**src/rtl/ntc_pkg.sv**
```systemverilog
package ntc_pkg;
    localparam int TIME_W    = 64;
    localparam int FRAC_W    = 32;
    localparam int INC_INT_W = 8;
    localparam int INC_W     = INC_INT_W + FRAC_W;
    localparam int MULT_W    = 5;
    localparam int EFF_W     = INC_W + MULT_W;
    localparam int ACC_W     = TIME_W + FRAC_W;
    localparam int WORD_W    = 32;
    localparam int ADDR_W    = 2;
    localparam int CODE_W    = 3;

    localparam logic [INC_W-1:0] BASE_INC = 40'h01_9999_9999;

    typedef enum logic [CODE_W-1:0] {
        LINK_FAST = 3'd0,
        LINK_10G  = 3'd1,
        LINK_5G   = 3'd2,
        LINK_1G   = 3'd3,
        LINK_100M = 3'd4
    } link_e;

    typedef enum logic [ADDR_W-1:0] {
        REG_TIME_LO = 2'd0,
        REG_TIME_HI = 2'd1,
        REG_INC_LO  = 2'd2,
        REG_INC_HI  = 2'd3
    } reg_e;

    typedef struct packed {
        logic [TIME_W-1:0] ns;
        logic [FRAC_W-1:0] frac;
    } acc_t;

    function automatic logic [MULT_W-1:0] link_factor(input logic [CODE_W-1:0] code);
        case (code)
            LINK_10G,
            LINK_5G:   return MULT_W'(2);
            LINK_1G:   return MULT_W'(20);
            LINK_100M: return MULT_W'(0);
            default:   return MULT_W'(1);
        endcase
    endfunction
endpackage

```
**src/rtl/ntc_rate.sv**
```systemverilog
module ntc_rate
    import ntc_pkg::*;
(
    input  logic [INC_W-1:0]  inc_q,
    input  logic [CODE_W-1:0] link_code,
    output logic [EFF_W-1:0]  eff_inc
);
    logic [MULT_W-1:0] factor;

    // scale the programmed increment by the link factor
    assign factor  = link_factor(link_code);
    assign eff_inc = EFF_W'(inc_q) * EFF_W'(factor);
endmodule

```
**src/rtl/ntc_regif.sv**
```systemverilog
module ntc_regif
    import ntc_pkg::*;
(
    input  logic              clk,
    input  logic              rst,
    input  logic              wr_en,
    input  logic              rd_en,
    input  logic [ADDR_W-1:0] addr,
    input  logic [WORD_W-1:0] wdata,
    input  logic [TIME_W-1:0] live_ns,
    output logic [WORD_W-1:0] rdata,
    output logic              time_commit,
    output logic [TIME_W-1:0] commit_val,
    output logic [INC_W-1:0]  inc_q
);
    reg_e              sel;
    logic [WORD_W-1:0] stage_time_lo;
    logic [WORD_W-1:0] stage_inc_lo;
    logic [WORD_W-1:0] snap_hi;

    assign sel         = reg_e'(addr);
    assign time_commit = wr_en && (sel == REG_TIME_HI);
    assign commit_val  = {wdata, stage_time_lo};

    always_ff @(posedge clk) begin
        if (rst) begin
            stage_time_lo <= '0;
            stage_inc_lo  <= '0;
            snap_hi       <= '0;
            inc_q         <= BASE_INC;
        end else begin
            if (wr_en) begin
                case (sel)
                    REG_TIME_LO: stage_time_lo <= wdata;
                    REG_INC_LO:  stage_inc_lo  <= wdata;
                    REG_INC_HI:  inc_q <= {wdata[INC_INT_W-1:0], stage_inc_lo};
                    default: ;
                endcase
            end
            if (rd_en && (sel == REG_TIME_LO))
                snap_hi <= live_ns[TIME_W-1:WORD_W];
        end
    end

    always_comb begin
        case (sel)
            REG_TIME_LO: rdata = live_ns[WORD_W-1:0];
            REG_TIME_HI: rdata = snap_hi;
            REG_INC_LO:  rdata = inc_q[WORD_W-1:0];
            default:     rdata = WORD_W'(inc_q[INC_W-1:FRAC_W]);
        endcase
    end

    assert_snapshot_R6: assert property (@(posedge clk) disable iff (rst)
        (rd_en && sel == REG_TIME_LO) |=> (snap_hi == $past(live_ns[TIME_W-1:WORD_W])));

    assert_inc_staged_R10: assert property (@(posedge clk) disable iff (rst)
        !(wr_en && sel == REG_INC_HI) |=> $stable(inc_q));
endmodule

```
**src/rtl/ntc_accum.sv**
```systemverilog
module ntc_accum
    import ntc_pkg::*;
(
    input  logic              clk,
    input  logic              rst,
    input  logic              run_en,
    input  logic [EFF_W-1:0]  eff_inc,
    input  logic              commit,
    input  logic [TIME_W-1:0] commit_val,
    output logic [TIME_W-1:0] ns
);
    acc_t acc_q;
    acc_t acc_sum;

    assign acc_sum = acc_t'(acc_q + ACC_W'(eff_inc));
    assign ns      = acc_q.ns;

    always_ff @(posedge clk) begin
        if (rst)
            acc_q <= '0;
        else if (commit)                 // commit wins over tick
            acc_q <= '{ns: commit_val, frac: '0};
        else if (run_en)
            acc_q <= acc_sum;
    end

    assert_hold_off_R5: assert property (@(posedge clk) disable iff (rst)
        (!run_en && !commit) |=> $stable(acc_q));

    assert_zero_inc_hold_R4: assert property (@(posedge clk) disable iff (rst)
        (eff_inc == '0 && !commit) |=> $stable(acc_q));

    assert_commit_load_R8: assert property (@(posedge clk) disable iff (rst)
        commit |=> (acc_q.ns == $past(commit_val) && acc_q.frac == '0));
endmodule

```
**src/rtl/ns_time_counter.sv**
```systemverilog
module ns_time_counter
    import ntc_pkg::*;
(
    input  logic              clk,
    input  logic              rst,
    input  logic              run_en,
    input  logic [CODE_W-1:0] link_code,
    input  logic              wr_en,
    input  logic              rd_en,
    input  logic [ADDR_W-1:0] addr,
    input  logic [WORD_W-1:0] wdata,
    output logic [WORD_W-1:0] rdata
);
    logic [TIME_W-1:0] live_ns;
    logic [TIME_W-1:0] commit_val;
    logic              time_commit;
    logic [INC_W-1:0]  inc_q;
    logic [EFF_W-1:0]  eff_inc;

    ntc_regif u_regif (
        .clk(clk), .rst(rst), .wr_en(wr_en), .rd_en(rd_en), .addr(addr),
        .wdata(wdata), .live_ns(live_ns), .rdata(rdata),
        .time_commit(time_commit), .commit_val(commit_val), .inc_q(inc_q)
    );

    ntc_rate u_rate (
        .inc_q(inc_q), .link_code(link_code), .eff_inc(eff_inc)
    );

    ntc_accum u_accum (
        .clk(clk), .rst(rst), .run_en(run_en), .eff_inc(eff_inc),
        .commit(time_commit), .commit_val(commit_val), .ns(live_ns)
    );
endmodule

```
**config.mk**
```make
export PLATFORM = sky130hd
export DESIGN_NAME = ns_time_counter
export DESIGN_NICKNAME = d
export VERILOG_FILES = /design/src/rtl/ntc_pkg.sv /design/src/rtl/ntc_rate.sv /design/src/rtl/ntc_regif.sv /design/src/rtl/ntc_accum.sv /design/src/rtl/ns_time_counter.sv
export SDC_FILE = /design/constraint.sdc
export NUM_CORES = 1
export LEC_CHECK = 0
export BUFFER_PORTS_ARGS = -buffer_cell sky130_fd_sc_hd__buf_2
export CORE_AREA = 2 2 279 143
export CTS_CLUSTER_DIAMETER = 120
export DETAILED_ROUTE_END_ITERATION = 16
export DIE_AREA = 0 0 281 145
export GPL_ROUTABILITY_DRIVEN = 0
export HOLD_SLACK_MARGIN = 0.08
export PLACE_DENSITY = 0.61
export REMOVE_ABC_BUFFERS = 1
export SKIP_LAST_GASP = 1
export SLEW_MARGIN = 5
export SYNTH_ARGS = -nofsm -noshare
export SYNTH_HDL_FRONTEND = slang
export SYNTH_SLANG_ARGS = --single-unit
export TNS_END_PERCENT = 30
```
**constraint.sdc**
```tcl
create_clock -name clk -period 14 [get_ports clk]
set_input_delay 0.7 -clock clk [delete_from_list [all_inputs] [get_ports clk]]
set_output_delay 0.7 -clock clk [all_outputs]
set_load 0.005 [all_outputs]
```
==> results_dict.tcl <==
set metrics [dict create \
    worstSetupStartpointType "primary input" \
    postCtsSetupBuffers 0 \
    fin_nets 2399 \
    r2r_cells 16 \
    whs_path_depth 3 \
    cpPeakStageDelay_ps 760 \
    synth.yosys.seq_area_share_pct 27.2 \
    path_clk_slew_ps 70 \
    grt_pass1_vias 14400 \
    max_cap_viol_count 0 \
    timing.rr.start "u_regif.inc_q[6]" \
    required_ps 14410 \
    fp-row-count 51 \
    yosys.area.top_type_share_pct 27.2 \
    synth_top_area_cell "dfxtp_1" \
    ys_ff_latch 232 \
    power_leakage_nw 7.86 \
    tightestPinTransition_ps 1210 \
    root_buffer "clkbuf_16" \
    seq_power_share_pct 37.2 \
    relSlewSlack_pct 19.1 \
    cts_max_level 1 \
    diodes 0 \
    cts_tree "yes" \
    worst-endpoint-arrival_ps 6870 \
    gr-usage-all-layers_pct 28.1 \
    dr.pass1.iters 6 \
    drt_iter0_drc 1573 \
    dpl.hpwl_um 42600 \
    ir_drop_mv 0.0988 \
    place_ws_ps 6830 \
    cp-end-kind "flop" \
    setup_ws_ps 7550 \
    post_drt_wl_per_cell_um 21.5 \
    ys_top_cells_by_area "dfxtp_1 27%, fa_1 14%, nand2_1 9.5%, ha_1 6.8%, a21oi_1 5.6%" \
    ios 74 \
    area_growth_pct 8.59 \
    slew_violations 0 \
    clkSinkCount 232 \
    hold_start "wdata[22]" \
    initial_utilization_pct 44.6 \
    finalClockSkew_ps 26.6 \
    hold_path.class "primary input to flop" \
    slowest_stage "nor4_1" \
    p_per_area_nw_per_um2 106 \
    rsz0062_at_grt "false" \
    antenna_left 0 \
    core_um2 38400 \
    p_int_w 0.00125 \
    cts_resized 0 \
    tns_ps 0 \
    grt_max_degree 79 \
    die-area_um2 40700 \
    netlist_instances 2157 \
    synth_ff_type "dfxtp_1" \
    p_switching_w 0.000722 \
    final_cells 2694 \
    routed_via_density 5.74 \
    yosys_warnings 0 \
    io_buffers 73 \
    outcome "complete, no violations" \
    hold_path_end "u_regif.stage_inc_lo[22]" \
    worstPathMaxFanout 40 \
    crit_chain "buf_2 -> nor2_1 -> xor2_4 -> buf_4 -> nand2_1 -> fa_1 -> inv_1 -> fa_1 -> inv_1 -> fa_1 -> inv_1 -> ha_1 -> nand4b_1 -> a2111oi_2 -> nor4b_2 -> o31ai_2 -> a31oi_2 -> nor4_1 -> xnor2_1 -> o21ai_0" \
    drive_gt1_share_pct 7.76 \
    grt_first_pass_wirelength_um 88200 \
    max_freq_mhz 155 \
    reg2reg_slack_ps 8250 \
    timing.rr.end "u_accum.ns[55]" \
    grt_antenna_before_repair 0 \
    setup_violations 0 \
    post-place-cells 2652 \
    avgSynthCellArea_um2 7.93 \
    p_clk_share_pct 31.4 \
    wl_um 57800 \
    via_count 15500 \
    yosysUniqueCellTypes 68 \
    cts_buffer_depth 3 \
    die_height_um 145 \
    drc_errors 0 \
    syn_area_um2 17100 \
    ys_async_sr_fraction_pct 0 \
    critical_path_class "primary input to flop" \
    min_period_ps 6450 \
    overflow 0 \
    combPwrFrac_pct 31.4 \
    die_width_um 281 \
    swShare_pct 36.6 \
    period_share_pct 46.1 \
    synth_edf_count 0 \
    cts_hold_buf 0 \
    clk_latency_ps 550 \
    cts_inserted_buffers 23 \
    power.total_w 0.00198 \
    finalHoldViolations 0 \
]
==> placed cells by master (no fill, tap or decap), types with 57 or more instances in the layout <==
master	instances
buf_2	72
dfxtp_1	232
inv_1	195
xnor2_1	57
nor2_1	140
ha_1	93
nand2_1	434
fa_1	117
o21ai_0	68
a21oi_1	190
and2_1	77
==> per-stage QoR <==
stage / area (µm²) / hold WS [ps] / util [%]
finish: 18600 / 416 / 48.4
global route: 18600 / 415 / 48.4
CTS: 18600 / 402 / 48.4
detailed placement: 17800 / 442 / 46.5
global placement: 17800 / 437 / 46.5
floorplan: 16600 / 425 / -
==> per-layer routing <==
metal  vias to the layer above  part of all wire, %  routed length, µm  global-route usage (%)
met2                       777                   36              21100                    35.1
met3                        52                   12               7110                    8.12
li1                       7143                    -                  -                       -
met5                         -                0.085                 49                   0.977
met1                      7495                   50              28800                    46.6
met4                         2                  1.4                800                    3.82
==> power groups by stage <==
| stage | Clock, W | Sequential [W] | Combinational, W |
|---|---|---|---|
| finish | 0.000619 | 0.000735 | 0.000621 |
| CTS | 0.000627 | 0.000734 | 0.000609 |
| floorplan | 0 | 0.000734 | 0.000423 |
| global placement | 0 | 0.000747 | 0.000595 |
| global route | 0.000653 | 0.000739 | 0.000692 |
| detailed placement | 0 | 0.000749 | 0.000605 |
==> final cells by class <==
cell class	instances	area, µm²
inverter	195	732
tap	530	663
sequential	232	4640
timing repair buffer	92	514
fill	3768	19800
clock inverter	8	57.6
clock buffer	34	667
multi-input combinational	1603	11300
==> sequential cells by signal, indices dropped and copies added, names as in the netlist <==
| register | cells |
|---|---|
| u_regif.stage_time_lo | 32 |
| u_accum.acc_q | 32 |
| u_regif.stage_inc_lo | 32 |
| u_accum.ns | 64 |
| u_regif.snap_hi | 32 |
| u_regif.inc_q | 40 |
==> cells in the mapped netlist, drive strengths merged (5+ instances only) <==
cell / number
ha: 93
clkbuf: 107
o21ai: 70
and4: 10
mux4: 8
xnor2: 57
a21oi: 191
or3: 7
nor3: 32
nand4: 29
a31oi: 11
or4: 5
o31ai: 6
and2: 77
buf: 20
nor4: 16
a21o: 27
o21a: 6
o21bai: 10
nand3b: 18
and3: 18
a211oi: 43
dfxtp: 232
xor2: 26
mux2i: 45
nor2b: 7
fa: 117
a21boi: 5
nand2: 435
nand3: 39
inv: 195
a2111oi: 6
nor2: 142
==> kinds of logic after synthesis <==
kind of cell               after synthesis  synth area share (%)
AOI/OAI and AO/OA                      408                  14.6
xor gates and xnor gates                83                  4.25
adders and majority gates              210                  20.5
buffers and inverters                  322                  7.15
DFF                                    232                  27.2
muxes                                   54                  3.75
and+or+nand+nor                        848                  22.6
==> critical path, delay by kind of cell <==
| family | cells | cell delay [ps] |
|---|---|---|
| xor+xnor | 2 | 340 |
| fa+ha+maj | 4 | 1850 |
| simple gates | 5 | 1610 |
| buf+inv | 5 | 730 |
| compound gates | 4 | 1590 |
==> worst max path at each step <==
stage	start	to	depth (start not counted)
after floorplan	link_code[0]	u_accum.ns[50]	19
after global placement	link_code[0]	u_accum.ns[35]	19
after detailed placement	link_code[0]	u_accum.ns[35]	19
after CTS	link_code[0]	u_accum.ns[35]	19
after global routing	link_code[0]	u_accum.ns[33]	19
final	link_code[0]	u_accum.ns[55]	20
Note: power is estimated with default switching activity, not from simulation.
